===== src/rtl/subsec_rtc_pkg.sv =====
package subsec_rtc_pkg;
    localparam int SEC_W  = 6;
    localparam int MIN_W  = 6;
    localparam int HR_W   = 5;
    localparam int DATA_W = 32;
    localparam int ADDR_W = 2;
    localparam int NTAP   = 4;

    typedef enum logic [ADDR_W-1:0] {
        ADR_RELOAD = 2'd0,
        ADR_CTRL   = 2'd1,
        ADR_STATUS = 2'd2,
        ADR_TIME   = 2'd3
    } rtc_addr_e;

    typedef enum logic [1:0] {
        TAP_STEP   = 2'd0,
        TAP_SECOND = 2'd1,
        TAP_MINUTE = 2'd2,
        TAP_HOUR   = 2'd3
    } rtc_tap_e;
endpackage


===== src/rtl/rtc_prescaler.sv =====
module rtc_prescaler #(
    parameter int              CNT_W      = 20,
    parameter int              DIV_LOG2   = 3,
    parameter logic [CNT_W-1:0] RST_RELOAD = '0
) (
    input  logic             clk,
    input  logic             rst_n,
    input  logic             xtal_en,
    input  logic             rc_en,
    input  logic             src_rc,
    input  logic [CNT_W-1:0] reload,
    output logic             src_en,
    output logic             tick
);
    logic             xtal_step;
    logic [CNT_W-1:0] cnt_d, cnt_q;

    // Crystal divider: a variant picked by the divide parameter
    generate
        if (DIV_LOG2 == 0) begin : g_nodiv
            assign xtal_step = xtal_en;
        end else begin : g_div
            logic [DIV_LOG2-1:0] div_d, div_q;
            always_comb begin
                div_d = div_q;
                if (xtal_en) div_d = div_q + DIV_LOG2'(1);
            end
            always_ff @(posedge clk or negedge rst_n) begin
                if (!rst_n) div_q <= '0;
                else        div_q <= div_d;
            end
            assign xtal_step = xtal_en && (div_q == '1);
        end
    endgenerate

    always_comb begin
        src_en = src_rc ? rc_en : xtal_step;
        tick   = src_en && (cnt_q == '0);
        cnt_d  = cnt_q;
        if (src_en) begin
            if (cnt_q == '0) cnt_d = reload;
            else             cnt_d = cnt_q - CNT_W'(1);
        end
    end

    always_ff @(posedge clk or negedge rst_n) begin
        if (!rst_n) cnt_q <= RST_RELOAD;
        else        cnt_q <= cnt_d;
    end
endmodule


===== src/rtl/rtc_wrap_counter.sv =====
module rtc_wrap_counter #(
    parameter int          W    = 6,
    parameter int unsigned LAST = 59
) (
    input  logic         clk,
    input  logic         rst_n,
    input  logic         inc,
    output logic [W-1:0] val,
    output logic         carry
);
    logic [W-1:0] val_d, val_q;

    always_comb begin
        carry = inc && (val_q == W'(LAST));
        val_d = val_q;
        if (inc) val_d = carry ? '0 : val_q + W'(1);
    end

    always_ff @(posedge clk or negedge rst_n) begin
        if (!rst_n) val_q <= '0;
        else        val_q <= val_d;
    end

    assign val = val_q;
endmodule


===== src/rtl/rtc_event_sel.sv =====
module rtc_event_sel #(
    parameter int NTAP  = 4,
    parameter int SEL_W = $clog2(NTAP)
) (
    input  logic             clk,
    input  logic             rst_n,
    input  logic [NTAP-1:0]  ev,
    input  logic [SEL_W-1:0] sel,
    input  logic             clr,
    output logic             flag
);
    logic hit;
    logic flag_d, flag_q;

    always_comb begin
        hit    = ev[sel];
        flag_d = flag_q;
        if (clr) flag_d = 1'b0;
        if (hit) flag_d = 1'b1;
    end

    always_ff @(posedge clk or negedge rst_n) begin
        if (!rst_n) flag_q <= 1'b0;
        else        flag_q <= flag_d;
    end

    assign flag = flag_q;
endmodule


===== src/rtl/subsec_rtc.sv =====
module subsec_rtc
    import subsec_rtc_pkg::*;
#(
    parameter int               CNT_W      = 20,
    parameter int               DIV_LOG2   = 3,
    parameter logic [CNT_W-1:0] RST_RELOAD = CNT_W'(4095)
) (
    input  logic              clk,
    input  logic              rst_n,
    input  logic              xtal_en,
    input  logic              rc_en,
    input  logic              wr_en,
    input  logic [ADDR_W-1:0] wr_addr,
    input  logic [DATA_W-1:0] wr_data,
    input  logic [ADDR_W-1:0] rd_addr,
    output logic [DATA_W-1:0] rd_data,
    output logic [SEC_W-1:0]  sec_o,
    output logic [MIN_W-1:0]  min_o,
    output logic [HR_W-1:0]   hr_o,
    output logic              evt_o
);
    typedef struct packed {
        logic [CNT_W-1:0] reload;
        logic             src_rc;
        logic [1:0]       tap;
    } cfg_t;

    cfg_t            cfg_d, cfg_q;
    logic            src_en, tick, sec_carry, min_carry, hr_carry, status_clr;
    logic [NTAP-1:0] ev_vec;

    always_comb begin
        cfg_d      = cfg_q;
        status_clr = 1'b0;
        if (wr_en) begin
            case (rtc_addr_e'(wr_addr))
                ADR_RELOAD: cfg_d.reload = wr_data[CNT_W-1:0];
                ADR_CTRL: begin
                    cfg_d.src_rc = wr_data[0];
                    cfg_d.tap    = wr_data[2:1];
                end
                ADR_STATUS: status_clr = wr_data[0];
                default: ;
            endcase
        end
    end

    always_ff @(posedge clk or negedge rst_n) begin
        if (!rst_n) cfg_q <= '{reload: RST_RELOAD, src_rc: 1'b0, tap: 2'd0};
        else        cfg_q <= cfg_d;
    end

    rtc_prescaler #(.CNT_W(CNT_W), .DIV_LOG2(DIV_LOG2), .RST_RELOAD(RST_RELOAD)) u_pre (
        .clk(clk), .rst_n(rst_n), .xtal_en(xtal_en), .rc_en(rc_en),
        .src_rc(cfg_q.src_rc), .reload(cfg_q.reload), .src_en(src_en), .tick(tick)
    );

    rtc_wrap_counter #(.W(SEC_W), .LAST(59)) u_sec (
        .clk(clk), .rst_n(rst_n), .inc(tick), .val(sec_o), .carry(sec_carry)
    );
    rtc_wrap_counter #(.W(MIN_W), .LAST(59)) u_min (
        .clk(clk), .rst_n(rst_n), .inc(sec_carry), .val(min_o), .carry(min_carry)
    );
    rtc_wrap_counter #(.W(HR_W), .LAST(23)) u_hr (
        .clk(clk), .rst_n(rst_n), .inc(min_carry), .val(hr_o), .carry(hr_carry)
    );

    assign ev_vec = {min_carry, sec_carry, tick, src_en};

    rtc_event_sel #(.NTAP(NTAP)) u_evt (
        .clk(clk), .rst_n(rst_n), .ev(ev_vec), .sel(cfg_q.tap),
        .clr(status_clr), .flag(evt_o)
    );

    always_comb begin
        rd_data = '0;
        case (rtc_addr_e'(rd_addr))
            ADR_RELOAD: rd_data[CNT_W-1:0] = cfg_q.reload;
            ADR_CTRL:   rd_data[2:0]       = {cfg_q.tap, cfg_q.src_rc};
            ADR_STATUS: rd_data[0]         = evt_o;
            default:    rd_data = {11'd0, hr_o, 2'd0, min_o, 2'd0, sec_o};
        endcase
    end
endmodule


===== config.mk =====
export PLATFORM = sky130hd
export DESIGN_NAME = subsec_rtc
export DESIGN_NICKNAME = d
export VERILOG_FILES = /design/src/rtl/subsec_rtc_pkg.sv /design/src/rtl/rtc_prescaler.sv /design/src/rtl/rtc_wrap_counter.sv /design/src/rtl/rtc_event_sel.sv /design/src/rtl/subsec_rtc.sv
export SDC_FILE = /design/constraint.sdc
export NUM_CORES = 1
export LEC_CHECK = 0
export ABC_AREA = 0
export BUFFER_PORTS_ARGS = -buffer_cell sky130_fd_sc_hd__buf_2
export CORE_UTILIZATION = 50
export CTS_BUF_LIST = sky130_fd_sc_hd__clkbuf_8
export DETAILED_ROUTE_END_ITERATION = 12
export PLACE_DENSITY = 0.76
export SLEW_MARGIN = 10
export SYNTH_ARGS = -nofsm -noshare
export SYNTH_HDL_FRONTEND = slang
export SYNTH_SLANG_ARGS = --single-unit
export TNS_END_PERCENT = 50

===== constraint.sdc =====
create_clock -name clk -period 3.1 [get_ports clk]
set_clock_uncertainty 0.1 [all_clocks]
set_input_delay 0.155 -clock clk [delete_from_list [all_inputs] [get_ports clk]]
set_output_delay 0.155 -clock clk [all_outputs]
set_load 0.01 [all_outputs]

### Word level (Yosys, flattened, before mapping)

Cells that the tools add are included.

| storage, ports and cells | value |
|---|---|
| flip-flop bits (word level) | 64 |
| input bits | 41 |
| output and inout port bits | 50 |
| logic and storage cells | 51 |

| operators by class | value |
|---|---|
| add/subtract/negate cells | 5 |
| $lt $le $gt $ge | 1 |
| equality and inequality tests | 8 |
| mux-type cells | 15 |
| reduce and logical (&&, ||, !) cells | 13 |

Operator list:

| operator | number |
|---|---|
| $pmux W17 S2 | 1 |
| $logic_not A20 Y1 | 1 |
| $mux W20 | 1 |
| $sub A20 B1 Y20 const B | 1 |
| $add A6 B1 Y6 const B | 2 |
| $eq A6 B6 Y1 const B | 2 |
| $mux W6 | 2 |
| $mux W1 | 7 |
| $pmux W2 S3 | 1 |
| $add A5 B1 Y5 const B | 1 |
| $eq A5 B5 Y1 const B | 1 |
| $logic_and A1 B1 Y1 | 5 |
| $mux W5 | 1 |
| $eq A2 B1 Y1 const B | 2 |
| $eq A2 B2 Y1 const B | 2 |
| $logic_not A2 Y1 | 2 |
| $reduce_and A2 Y1 | 2 |
| $add A3 B1 Y3 const B | 1 |
| $eq A3 B3 Y1 const B | 1 |
| $lt A2 B3 Y1 const B | 1 |
| $pmux W1 S3 | 1 |
| $reduce_or A3 Y1 | 1 |
| $bmux W1 S2 | 1 |
| $reduce_bool A2 Y1 | 1 |
| $reduce_or A2 Y1 | 1 |

### Longest topological paths before layout

Gate-level depths: netlist of run 1.

| depth | value |
|---|---|
| depth in word-level cells | 9 |
| gate-level depth with buffers | 8 |
| depth with buffers taken out | 7 |

### Cells and area by module

A second synthesis of run 1 with hierarchy kept.

| second synthesis, totals | value |
|---|---|
| cell total of the unflattened synthesis | 338 |
| area total of the unflattened synthesis | 3,633.5 µm² |

Modules (own cells, without submodules):

| module | instances | cells an instance | area an instance (µm²) | seq. area each (µm²) |
|---|---|---|---|---|
| rtc_prescaler | 1 | 158 | 1,468.9 | 590.6 |
| subsec_rtc | 1 | 92 | 1,243.7 | 590.6 |
| rtc_wrap_counter at u_min ... | 2 | 31 | 310.3 | 150.1 |
| rtc_wrap_counter at u_hr | 1 | 22 | 241.5 | 125.1 |
| rtc_event_sel | 1 | 4 | 58.8 | 25.0 |

### Worst setup path after synthesis of run 1

No wires, ideal clock.

| timing | value |
|---|---|
| path type | register -> register |
| from | register u_pre.cnt_q[9] |
| to | register u_hr.val_q[4], in the netlist u_hr.val[4] |
| library setup time | 125 ps |
| arrival time | 2,511 ps |
| data required time | 2,875 ps |
| slack | 364 ps |
| cell stages (with the launch flop) | 8 |
| path buffers | 2 |
| clock period less this slack | 2,736 ps |
| cell sequence | dfstp_2 or4_1 or4_1 clkbuf_2 or3_4 buf_6 nor3_2 mux2_2 |

| on the way | value |
|---|---|
| cells in the longest elaborated chain, start to end | 6 |

Ends and longest elaborated chain:

| item | RTL line | RTL |
|---|---|---|
| start, declared | rtc_prescaler.sv:16 | `logic [CNT_W-1:0] cnt_d, cnt_q;` |
| start signal, assigned | rtc_prescaler.sv:48 | `else cnt_q <= cnt_d;` |
| $logic_not A20 Y1 (*) | rtc_prescaler.sv:38 | `tick = src_en && (cnt_q == '0);` |
| $logic_and A1 B1 Y1 (*) | rtc_prescaler.sv:38 |  |
| $logic_and A1 B1 Y1 (*) (2 in a row) | rtc_wrap_counter.sv:14 | `carry = inc && (val_q == W'(LAST));` |
| $logic_and A1 B1 Y1 | rtc_wrap_counter.sv:14 |  |
| $mux W5 | rtc_wrap_counter.sv:16 | `if (inc) val_d = carry ? '0 : val_q + W'(1);` |
| end signal, assigned | rtc_wrap_counter.sv:21 | `else val_q <= val_d;` |
| end, declared | rtc_wrap_counter.sv:11 | `logic [W-1:0] val_d, val_q;` |

Mark *: on every way between the ends. The rest lies on a longest branch, timed or not.
A chain may end at the register's enable or synchronous reset.

### Final worst setup path of run 1

Same ends and word-level chain as after synthesis.

==> results of run 1 <==
[registers in the layout (all words and copies together), names as in the netlist]
register / cells
u_pre.cnt_q: 20
u_sec.val: 6
u_min.val: 6
u_pre.g_div.div_q: 3
u_hr.val: 5
u_evt.flag: 1
cfg_q: 23
[layout by cell type (no fill, tap or decap), types with 3 or more instances in the layout]
cell	instances
nand2_1	27
mux2i_1	6
clkbuf_8	10
inv_1	11
dfrtp_1	40
nor3_1	12
and3_1	4
dlygate4sd3_1	22
o31ai_1	7
mux2_2	33
or4_1	6
dfstp_2	24
and2_1	6
ha_1	6
nand3_1	11
a21oi_1	11
buf_2	67
nand3b_1	4
buf_4	8
nand2b_1	3
a22o_1	13
conb_1	11
nor2_1	23
o21ai_0	26
nor4_1	5
o41ai_1	5
[cell type report]
| type | count | area (um^2) |
|---|---|---|
| tap | 96 | 120 |
| timing repair buffer | 97 | 616 |
| clock inverter | 6 | 83.8 |
| multi-input combinational | 254 | 1760 |
| sequential | 64 | 1630 |
| clock buffer | 10 | 138 |
| inverter | 10 | 37.5 |
| fill | 582 | 2440 |
[routing by layer]
metal | vias up | global-route usage, % | share of wire (%)
li1 | 1446 | - | -
met1 | 1487 | 33.2 | 46
met2 | 115 | 40.4 | 48
met3 | 11 | 5.00 | 5.3
met4 | 0 | 6.82 | 1.4
met5 | - | 0 | 0
[what timing repair did]
action                    in CTS  in global routing
hold endpoints to repair      32                  0
hold buffers                  22                  0
gates resized for setup        0                  0
[worst register-to-register path, cell delays in order (launching register included)]
cell	delay (ns)
dfstp_2	0.40
or4_1	0.54
or4_1	0.62
or3_4	0.51
nor3_2	0.23
mux2_2	0.36
[metrics by stage]
step | power, uW | instance area (um^2) | hold WS [ns] | util [%] | setup WS, ns
after detailed placement | 2010 | 3950 | 0.0551 | 57.7 | 0.272
after floorplan | 1780 | 3580 | -0.241 | - | 0.364
after CTS | 2840 | 4390 | 0.109 | 64.2 | 0.254
after global routing | 3010 | 4390 | 0.162 | 64.2 | 0.156
final | 2840 | 4390 | 0.135 | 64.2 | 0.250
after global placement | 1970 | 3950 | 0.0550 | 57.7 | 0.290
[power by group]
group / switching, uW / leakage, uW / total (uW) / internal, uW
sequential: 218 / 0.000778 / 1320 / 1100
combinational: 384 / 0.00110 / 718 / 334
clock: 329 / 0.000110 / 799 / 470
[worst max path at each step]
stage                              to  cells after the start
after global routing      u_hr.val[3]                      5
after global placement    u_hr.val[3]                      5
after CTS                 u_hr.val[3]                      5
after floorplan           u_hr.val[4]                      7
final                     u_hr.val[4]                      5
after detailed placement  u_hr.val[3]                      5
[cell families (layout without fill, tap and decap cells)]
group / Yosys count / count (layout) / synth area share (%)
fa+ha+maj: 6 / 6 / 2.12
flops: 64 / 64 / 46.1
mux: 40 / 40 / 12.8
simple gates: 114 / 114 / 17.4
compound gates: 81 / 81 / 15.6
buf+inv: 35 / 123 / 5.37
xor+xnor: 2 / 2 / 0.495
other cells: 1 / 11 / 0.106
==> reports/metrics.cfg, run 1 <==
[synthesis]
yosys_most_used_dff=dfrtp_1
async_flop_share_pct=100
ys_seq_area_share_pct=46.1
yosys.area.top_type=dfrtp_1
syn_area_per_cell_um2=10.3
synth_area_leaders=dfrtp_1, dfstp_2, mux2_2
synth-edff-count=0
post_synth_num_cell_types=57
ys_ff_latch=64
synth_top_area_share_pct=28.3
netlist_top_cells_count=dfrtp_1, mux2_2, nand2_1
synthCells=343
synth_most_common_cell=dfrtp_1
syn-cell-area_um2=3540
yosys_warnings=0

[worst_hold_path]
min_path_type=in2reg
min_delay_worst_endpoint=u_evt.flag
worst_hold_path.num_cells=4
holdCritStartpoint=wr_en

[die]
die_w_um=86.1
io_pins=91
start_util_pct=51.8
die_h_um=86.1
dieArea_um2=7420
floorplan.core_area_um2=6830
fp-row-count=30

[global_route]
antenna_found_initial=0
grt_pass1_vias=2843
grt_pass1_wl_um=14100
grt_max_degree=43
track_usage_pct=24.6
gr-total-overflow=0

[pwr]
ir_drop_uv=258
power.density_nw_per_um2=647
p_leak_uw=0.00199

[setup_path]
arrival_ns=2.98
setup.worst_path.start_class=register
reg2reg_depth=5
reg2reg_slack_ns=0.25
path_class=reg2reg
slowest_delay_ns=0.62
crit_fanout=11
path_cells=or4_1, or4_1, or3_4, nor3_2, mux2_2
critPathBufInv=0
startpoint=u_pre.cnt_q[9]
cp_slowest_cell=or4_1
timing.rr.start=u_pre.cnt_q[9]
crit_top_cell=or4_1
crit_family=simple AND/OR/NAND/NOR gates
r2r-end=u_hr.val[4]
crit_path_end_kind=register
crit_required_ns=3.22

[clock_network]
cts.htree.levels=3
cts_tree=built
cts-root-buf=clkbuf_8
numCtsBuffers=9
clk_path_buf_depth=2
clk_latency_ns=0.34
cts_setup_buffers=0
clk_transition_reported_paths_ns=0.08
cts_sinks=64

[job]
maxCapViolCount=0

[timing]
worstMarginPinSlew_ns=0.714
final.setup.tns_ns=0
fmax_mhz=351
final-hold-violation-count=0
setup_violations=0
rsz0062_at_grt=no
finalCritPeriodShare_pct=91.9
relSlewSlack_pct=52.0
min_period_ns=2.85
slew_violations=0

[final_layout]
layout.cells.non_filler=537
drive_gt1_share_pct=35.6
nets=483
diodes=0
synthToLayoutAreaGrowth_pct=23.9

[routing]
wl_per_cell_um=16.1
wirelength_um=8650
via_count=3059
first_iter_violations=165
remaining_drc_errors=0
firstDrtPassIters=4
vias_per_cell=5.70
antenna_left=0

[placed_design]
gp_congestion=0.875
post-place-cells=499
portBuffers=67
dp_hpwl_um=5970

[run_status]
status=finished clean

Power figures use the tool's default switching activity.
==> inputs of run 2 (changes only) <==
--- a/config.mk
+++ b/config.mk
@@ -8,7 +8,6 @@
 export ABC_AREA = 0
 export BUFFER_PORTS_ARGS = -buffer_cell sky130_fd_sc_hd__buf_2
 export CORE_UTILIZATION = 50
-export CTS_BUF_LIST = sky130_fd_sc_hd__clkbuf_8
 export DETAILED_ROUTE_END_ITERATION = 12
 export PLACE_DENSITY = 0.76
 export SLEW_MARGIN = 10
==> run 2 against run 1 <==
Net effect: fmax down 0.19%; largest cell class unchanged; combinational power about the same; clock power barely moved; sequential power about the same; via count is 0.59% higher; sequential share of layout area unchanged; die area stayed put; flip-flop and latch count is the same; register-to-register slack about the same; highest routed layer unchanged; critical path type unchanged; count of clock-buffer cells in the layout rose by 1.
==> reports/metrics.cfg, run 2 (synthesis results as in run 1) <==
[global_route]
grt_max_degree=43  ; unchanged
grt_pass1_wl_um=14100  ; unchanged
grt_pass1_vias=2843  ; unchanged
antenna_found_initial=0  ; unchanged
gr-total-overflow=0  ; unchanged
track_usage_pct=24.6  ; unchanged

[die]
die_h_um=86.1  ; unchanged
dieArea_um2=7420  ; unchanged
start_util_pct=51.8  ; unchanged
io_pins=91  ; unchanged
die_w_um=86.1  ; unchanged
floorplan.core_area_um2=6830  ; unchanged
fp-row-count=30  ; unchanged

[setup_path]
startpoint=u_pre.cnt_q[9]
path_class=reg2reg
crit_family=simple AND/OR/NAND/NOR gates
slowest_delay_ns=0.62  ; about the same
crit_required_ns=3.22  ; about the same
crit_fanout=11  ; unchanged
critPathBufInv=0  ; unchanged
arrival_ns=2.98  ; about the same
crit_top_cell=or4_1
setup.worst_path.start_class=register
reg2reg_slack_ns=0.24  ; about the same
crit_path_end_kind=register
cp_slowest_cell=or4_1
path_cells=or4_1, or4_1, or3_4, nor3_2, mux2_2
timing.rr.start=u_pre.cnt_q[9]

[pwr]
ir_drop_uv=258  ; about the same
power.density_nw_per_um2=646  ; about the same
p_leak_uw=0.00198  ; -0.21%

[placed_design]
post-place-cells=499  ; unchanged
gp_congestion=0.875  ; unchanged
dp_hpwl_um=5970  ; unchanged
portBuffers=67  ; unchanged
place_area_um2=3950  ; unchanged

[job]
maxCapViolCount=0  ; unchanged

[worst_hold_path]
min_path_type=in2reg
holdCritStartpoint=wr_en

[final_layout]
fin_util_pct=64.2  ; unchanged
nets=483  ; unchanged
stdcell_area_um2=4390  ; unchanged
largest_register_ffs=23  ; unchanged
top_register=cfg_q
top_regs=cfg_q x23, u_pre.cnt_q x20
mostFrequentLayoutCells=buf_2, dfrtp_1, mux2_2
drive_gt1_share_pct=35.6  ; unchanged
layout_commonest_cell=buf_2
synthToLayoutAreaGrowth_pct=23.9  ; unchanged
diodes=0  ; unchanged
layout.cells.non_filler=537  ; unchanged

[clock_network]
clk_latency_ns=0.34  ; about the same
cts_tree=built
cts.htree.levels=3  ; unchanged
numCtsBuffers=9  ; unchanged
ctsResizeCount=0  ; unchanged
clk_transition_reported_paths_ns=0.08  ; about the same
cts-root-buf=clkbuf_8
cts_hold_repair.buffers=22  ; unchanged
clk_path_buf_depth=2  ; unchanged
cts_setup_buffers=0  ; unchanged
cts_sinks=64  ; unchanged

[routing]
vias_per_cell=5.73  ; +0.59%
remaining_drc_errors=0  ; unchanged
via_count=3077  ; +0.59%
antenna_left=0  ; unchanged
first_iter_violations=164  ; -0.61%
wirelength_um=8630  ; -0.27%
wl_per_cell_um=16.1  ; -0.27%
firstDrtPassIters=4  ; unchanged

[timing]
fin_hold_ws_ns=0.135  ; +0.0000710 ns
slew_violations=0  ; unchanged
final-hold-violation-count=0  ; unchanged
fmax_mhz=350  ; -0.19%
relSlewSlack_pct=52.0  ; -0.068 points
min_period_ns=2.86  ; +0.00549 ns
rsz0062_at_grt=no
setup_violations=0  ; unchanged
finalCritPeriodShare_pct=92.1  ; +0.18 points
worstMarginPinSlew_ns=0.715  ; +0.00102 ns
final.setup.tns_ns=0  ; unchanged

[run_status]
status=finished clean

-- run 2: area by class of cell --
class | instances | area [um^2]
clock inverters | 5 | 80.1
flip-flops and latches | 64 | 1630
well taps | 96 | 120
inverters | 10 | 37.5
fillers | 582 | 2440
repair buffers | 97 | 616
multi-input cells | 254 | 1760
clock buffers | 11 | 141
-- run 2: stage by stage --
step	setup WS, ns	power, uW
after CTS	0.254	2840
after global routing	0.156	3010
after global placement	0.290	1970
final	0.244	2840
after floorplan	0.364	1780
after detailed placement	0.272	2010
-- run 2: power breakdown --
part / switching (uW) / internal [uW]
Sequential: 219 / 1100
Clock: 324 / 474
Combinational: 384 / 334
Total: 927 / 1910
-- run 2: worst paths after layout --
kind / endpoint / cells past startpoint
setup / recovery: u_hr.val[4] / 5
hold / removal: u_evt.flag / 4
setup reg to reg: u_hr.val[4] / 5
hold reg to reg: u_pre.g_div.div_q[0] / 1
max in group asynchronous: cfg_q[6] / 3
min in group asynchronous: cfg_q[18] / 2
-- run 2: worst register-to-register path: cells and delay by family (launching register included) --
kind | cells | cell delay, ns
muxes | 1 | 0.36
and+or+nand+nor | 4 | 1.90
DFF | 1 | 0.40
-- run 2: metal layers --
| layer | up-vias | global-route usage [%] | wire (um) |
|---|---|---|---|
| li1 | 1443 | - | - |
| met1 | 1503 | 33.2 | 3880 |
| met2 | 118 | 40.4 | 4160 |
| met3 | 13 | 5.00 | 469 |
| met4 | 0 | 6.82 | 120 |
| met5 | - | 0 | 0 |
